## src/rtl/sideband_match.sv

```systemverilog
module sideband_match #(
  parameter int DW    = 8,
  parameter int TW    = 8,
  parameter int DEPTH = 8
) (
  input  logic          clk,
  input  logic          rst_n,
  input  logic          in_valid,
  output logic          in_ready,
  input  logic [DW-1:0] in_data,
  input  logic [TW-1:0] in_tag,
  output logic          unit_req_valid,
  input  logic          unit_ready,
  output logic [DW-1:0] unit_req_data,
  input  logic          unit_res_valid,
  output logic          unit_res_ready,
  input  logic [DW-1:0] unit_res_data,
  output logic          out_valid,
  input  logic          out_ready,
  output logic [DW-1:0] out_data,
  output logic [TW-1:0] out_tag
);
  localparam int AW = (DEPTH > 1) ? $clog2(DEPTH) : 1;
  localparam int CW = $clog2(DEPTH + 1);
  localparam logic [AW-1:0] LAST = AW'(DEPTH - 1);
  localparam logic [CW-1:0] FULL = CW'(DEPTH);

  logic [TW-1:0] tags [DEPTH];
  logic [AW-1:0] wp, rp;
  logic [CW-1:0] occ;
  logic          room, any, push, pop;

  assign room = occ < FULL;
  assign any  = occ != '0;

  assign in_ready       = unit_ready & room;
  assign unit_req_valid = in_valid & room;
  assign unit_req_data  = in_data;
  assign push           = in_valid & in_ready;

  assign out_valid      = unit_res_valid & any;
  assign unit_res_ready = out_ready & any;
  assign out_data       = unit_res_data;
  assign out_tag        = tags[rp];
  assign pop            = out_valid & out_ready;

  always_ff @(posedge clk) begin
    if (!rst_n) begin
      wp  <= '0;
      rp  <= '0;
      occ <= '0;
    end else begin
      if (push) begin
        tags[wp] <= in_tag;
        wp <= (wp == LAST) ? '0 : wp + 1'b1;
      end
      if (pop) rp <= (rp == LAST) ? '0 : rp + 1'b1;
      occ <= occ + CW'(push) - CW'(pop);
    end
  end

  a_r3_occupancy_bound: assert property (@(posedge clk) disable iff (!rst_n)
    occ <= FULL);
  a_r1_no_admit_when_full: assert property (@(posedge clk) disable iff (!rst_n)
    (occ == FULL) |-> !in_ready);
  a_r7_result_needs_entry: assert property (@(posedge clk) disable iff (!rst_n)
    unit_res_valid |-> any);
  a_r6_hold_on_stall: assert property (@(posedge clk) disable iff (!rst_n)
    (out_valid && !out_ready) |=> (out_valid && $stable(out_tag)));
  a_r9_balanced_occ: assert property (@(posedge clk) disable iff (!rst_n)
    (push && pop) |=> $stable(occ));
endmodule

```

## config.mk

```make
export PLATFORM = sky130hd
export DESIGN_NAME = sideband_match
export DESIGN_NICKNAME = d
export VERILOG_FILES = /design/src/rtl/sideband_match.sv
export SDC_FILE = /design/constraint.sdc
export NUM_CORES = 1
export LEC_CHECK = 0
export CAP_MARGIN = 20
export CORE_MARGIN = 10
export CORE_UTILIZATION = 47
export CTS_CLUSTER_SIZE = 10
export DETAILED_ROUTE_END_ITERATION = 10
export GPL_TIMING_DRIVEN = 0
export PLACE_DENSITY = 0.75
export SLEW_MARGIN = 10
export SYNTH_ARGS = -nofsm -noshare
export SYNTH_HDL_FRONTEND = slang
export SYNTH_SLANG_ARGS = --single-unit
```

## constraint.sdc

```tcl
create_clock -name clk -period 2.16 [get_ports clk]
set_input_delay 0.324 -clock clk [delete_from_list [all_inputs] [get_ports clk]]
set_output_delay 0.324 -clock clk [all_outputs]
set_load 0.05 [all_outputs]
```

**Word level (Yosys, flattened, before mapping)**

Memory sizes are Yosys's and may differ from the RTL's. A register that Yosys moved wholly into a read port is not among the register bits.
Index checks and enable logic that the tools add are counted.

- Memory bits (writable): 64
- Memories kept: 1
- Output and inout port bits: 28
- Bits in registers: 10
- Input port bits: 30

Memories:

| name | depth | bits a word | read ports | clocked after memory_dff | wr ports | line | source |
|---|---|---|---|---|---|---|---|
| tags | 8 | 8 | 1 | 1 | 1 | 28 | `logic [TW-1:0] tags [DEPTH];` |

- Order comparisons: 1
- Add/sub/neg operators: 4
- Muxes and demuxes: 7
- Bitwise logic cells: 6
- Reduce and logical (&&, ||, !) cells: 1
- Equal/unequal tests: 2

Operators by type and width:

| cell | number |
|---|---|
| $mux 3 | 4 |
| $add 3x1->3 const B | 2 |
| $and 1x1->1 | 6 |
| $eq 3x3->1 const B | 2 |
| $add 4x1->4 | 1 |
| $lt 4x4->1 const B | 1 |
| $reduce_bool 4->1 | 1 |
| $sub 4x1->4 | 1 |
| $mux 1 | 3 |

**Longest topological paths before layout**

Gate-level depths: netlist of run 1.

- Word-level depth: 6
- Gate-level depth with buffers: 10

**Worst setup path before layout of run 1**

Ideal clock, no wire load.

- Path kind: register to register
- Start point: reg occ[3]
- End point: reg occ[2]
- Path buffers: 0
- Stages on the path, launching flop included: 11
- Arrival: 2.072 ns
- Path slack: -0.027 ns
- Clock period less this slack: 2.187 ns
- Setup time: 0.115 ns
- Data required time: 2.045 ns
- Path through: dfxtp_1 inv_1 ha_1 nor3b_1 nor2_1 ha_1 inv_1 ha_1 fa_1 xor2_1 and2_1

- Cells in the longest elaborated chain, start to end: 5
- Elaborated cells between the ends (all ways): 8

RTL lines:

| element | line | source |
|---|---|---|
| start: declaration | 30 | `logic [CW-1:0] occ;` |
| start signal: assignment | 58 | `occ <= occ + CW'(push) - CW'(pop);` |
| $lt 4x4->1 | 33 | `assign room = occ < FULL;` |
| $and 1x1->1 | 36 | `assign in_ready = unit_ready & room;` |
| $and 1x1->1 | 39 | `assign push = in_valid & in_ready;` |
| $add 4x1->4 | 58 |  |
| $sub 4x1->4 (*) | 58 |  |

Every way passes the cells marked *; elsewhere a longest branch is shown, timed or not.
A chain may end at the register's enable or synchronous reset.

==> flow_metrics.env, run 1 <==
export IMPL_run_status="finished with violations"
export IMPL_violated_checks="setup timing"
export IMPL_post_synth_inst_count=187
export IMPL_synthTopCellsByArea="sky130_fd_sc_hd__edfxtp_1, sky130_fd_sc_hd__mux4_1, sky130_fd_sc_hd__dfxtp_1"
export IMPL_dominantRegCellSynth="sky130_fd_sc_hd__edfxtp_1"
export IMPL_worst_ep_arrival_time_ps=1940
export IMPL_highest_layer="met4"
export IMPL_gpl_final_weighted_congestion=0.723
export IMPL_final_critical_path_setup_slack_ps=-100
export IMPL_worst_setup_hold_path_clk_slew_ps=80
export IMPL_dp_hpwl_mm=4.31
export IMPL_die_height_um=104
export IMPL_routed_via_count=1799
export IMPL_irDropWorstVdd_mv=0.603
export IMPL_cts_htree_levels=3
export IMPL_finalWorstPathRequiredPeriod_ps=2260
export IMPL_max_cap_violations=0
export IMPL_clock_latency_ps=350
export IMPL_fin_cells=354
export IMPL_powerDensity_nw_per_um2=882
export IMPL_timing_final_setup_violations=7
export IMPL_ys_seq_elements=77
export IMPL_final_util_pct=62.9
export IMPL_worst_setup_path_start_kind="register"
export IMPL_detail_route_first_pass_iterations=4
export IMPL_ys_top_cells_by_count="sky130_fd_sc_hd__edfxtp_1, sky130_fd_sc_hd__buf_4, sky130_fd_sc_hd__mux4_1, sky130_fd_sc_hd__dfxtp_1, sky130_fd_sc_hd__nand2_1"
export IMPL_detail_route_wirelength_met1_mm=2.77
export IMPL_synthDominantAreaCellType="sky130_fd_sc_hd__edfxtp_1"
export IMPL_clock_skew_final_ps=8.81
export IMPL_cts_buffers_inserted=9
export IMPL_synth_edf_count=64
export IMPL_globalRoute_totalOverflow=0
export IMPL_port_buffer_count=41
export IMPL_postRouteWirelength_mm=6.57
export IMPL_drc=0
export IMPL_max_slew_worst_pin_slew_ps=598
export IMPL_io_pins=58
export IMPL_floorplan_initialDensity_pct=48.6
export IMPL_post_synth_top_area_fraction_pct=58.2
export IMPL_unrepaired_setup_endpoints_after_global_routing="true"
export IMPL_max_slew_margin_pct=60.1
export IMPL_via_per_instance_ratio=5.08
export IMPL_cts_hold_buf=0
export IMPL_synth_yosys_warnings=0
export IMPL_grt_start_max_net_pins=16
export IMPL_cp_required_ps=1840
export IMPL_worstSetupEndpointType="output pin"
export IMPL_synthesis_nets=227
export IMPL_die_area_um2=10800
export IMPL_diodes=0
export IMPL_core_um2=6790
export IMPL_crit_type="reg -> out"
export IMPL_clk_path_buf_depth=2
export IMPL_hold_class="reg -> reg"
export IMPL_die_width_um=104
export IMPL_netlist_area_um2=3300
export IMPL_dr_first_iter_drc_count=125
export IMPL_post_route_cells_drive_above_1_share_pct=36.8
export IMPL_grt_usage_pct=12.3
export IMPL_clock_root_buffer="sky130_fd_sc_hd__clkbuf_8"
export IMPL_peak_fanout_along_the_critical_path=6
export IMPL_antenna_left=0
export IMPL_most_frequent_cell_after_synthesis="sky130_fd_sc_hd__edfxtp_1"
export IMPL_route_met2_wl_mm=3.36
export IMPL_seq_area_frac_synth_pct=66.1
export IMPL_area_growth_synth_to_final_pct=29.4
export IMPL_routed_wire_length_per_instance_um=18.5
export IMPL_cts_tree="done"
export IMPL_p_leak_nw=1.54
export IMPL_met3WireLength_um=321
export IMPL_postSynthAreaPerCell_um2=17.7
export IMPL_hold_violations=0
export IMPL_core_rowCount=30
export IMPL_achievable_frequency_ghz=0.442
export IMPL_report_final_slew_viol_count=0
export IMPL_antenna_found_initial=0
export IMPL_number_of_global_route_vias_before_repair=1818
export IMPL_cts_sinks=77
export IMPL_min_period_over_period_pct=105
export IMPL_first_pass_grt_wire_length_mm=10.5
export IMPL_dpl_cell_count=324
export IMPL_async_reset_ff_share_pct=0
export IMPL_post_synth_num_cell_types=30
export IMPL_finalNetCount=293
[path summary, 6_finish.rpt]
check / from / endpoint / slack, ps / depth (start not counted)
worst max-delay path: register / out_tag[7] / -100 / 6
worst max register to register: occ[2] / occ[2] / 130 / 10
worst min register to register: rp[1] / register / 500 / 2
worst min-delay path: rp[1] / register / 500 / 2
[worst max-delay path, stage by stage, from the launching register on]
cell	delay [ps]
sky130_fd_sc_hd__dfxtp_2	330
sky130_fd_sc_hd__buf_8	130
sky130_fd_sc_hd__buf_12	120
sky130_fd_sc_hd__buf_12	100
sky130_fd_sc_hd__mux4_2	470
sky130_fd_sc_hd__mux2_4	290
sky130_fd_sc_hd__buf_8	150
[final cells by class]
cell class	count	area, um^2
clock buffers	9	124
flip-flops and latches	77	2180
clock inverters	7	81.3
plain buffers	21	178
repair buffers	56	594
fillers	487	2520
multi-input cells	83	973
well taps	96	120
inverters	5	18.8
[layout by cell type, fill, tap and decap left out, types with 2 or more instances in the layout]
cell and instances:
sky130_fd_sc_hd__inv_1 4, sky130_fd_sc_hd__mux4_2 12, sky130_fd_sc_hd__dfxtp_2 2, sky130_fd_sc_hd__nand3b_1 2, sky130_fd_sc_hd__ha_1 8, sky130_fd_sc_hd__inv_6 3, sky130_fd_sc_hd__buf_12 2, sky130_fd_sc_hd__edfxtp_1 64
sky130_fd_sc_hd__nor3_4 2, sky130_fd_sc_hd__nor2b_1 6, sky130_fd_sc_hd__mux2_4 6, sky130_fd_sc_hd__buf_8 7, sky130_fd_sc_hd__mux4_1 4, sky130_fd_sc_hd__dfxtp_1 11, sky130_fd_sc_hd__nor2_2 6, sky130_fd_sc_hd__buf_6 4
sky130_fd_sc_hd__dlygate4sd2_1 2, sky130_fd_sc_hd__a21boi_0 2, sky130_fd_sc_hd__dlymetal6s2s_1 2, sky130_fd_sc_hd__clkbuf_8 9, sky130_fd_sc_hd__clkdlybuf4s50_1 29, sky130_fd_sc_hd__mux2i_1 5, sky130_fd_sc_hd__buf_4 28, sky130_fd_sc_hd__nand2b_1 3
sky130_fd_sc_hd__nand2_1 10, sky130_fd_sc_hd__mux2_2 2, sky130_fd_sc_hd__and2_1 3
[cells by family (layout without fill, tap and decap cells)]
family | count (synthesis) | after routing | synth area share (%)
simple gates | 39 | 39 | 6.21
compound gates | 4 | 4 | 0.833
fa+ha+maj | 10 | 10 | 4.02
xor+xnor | 1 | 1 | 0.265
mux | 29 | 29 | 17.0
buf+inv | 27 | 98 | 5.64
flops | 77 | 77 | 66.1
[metrics by stage]
step	TNS [ps]	hold WS [ps]	setup WS (ps)	instance area (um^2)	power, mW
global placement	-26980	472	-706	3840	2.53
detailed placement	-23050	487	-529	3850	2.55
finish	-433	499	-100	4270	3.77
CTS	-636	496	-139	4170	3.75
floorplan	0	423	16.9	3310	2.30
global route	-819	529	-161	4270	3.94
[timing repair]
item                                    in CTS  in global routing
endpoints found under the setup margin      13                 67
buffers inserted                             5                  9
pin swaps                                    1                  1
gates cloned                                 1                  0
gates resized for setup                     91                 16
[report_power, final]
group | internal [mW] | leakage [nW] | total, mW | switching (mW)
Combinational | 0.435 | 0.749 | 0.930 | 0.495
Clock | 0.554 | 0.107 | 1.12 | 0.565
Sequential | 1.66 | 0.683 | 1.72 | 0.0575
Total | 2.65 | 1.54 | 3.77 | 1.12
[routing by layer]
layer | global-route usage [%] | vias up
met1 | 15.2 | 898
met5 | 0 | -
met3 | 4.46 | 13
met2 | 20.0 | 52
li1 | - | 836
met4 | 3.28 | 0
[flip-flops by register name, indices dropped and copies added (netlist names), named ones only]
register,flops
rp,3
wp,3
occ,4
tags,64
(Power assumes the default switching activity.)
==> run 2, diff against run 1 <==
Settings changed: CTS_CLUSTER_DIAMETER set to 30.
==> results of run 2 <==
Final layout, timing and power as in run 1 (identical DEF).
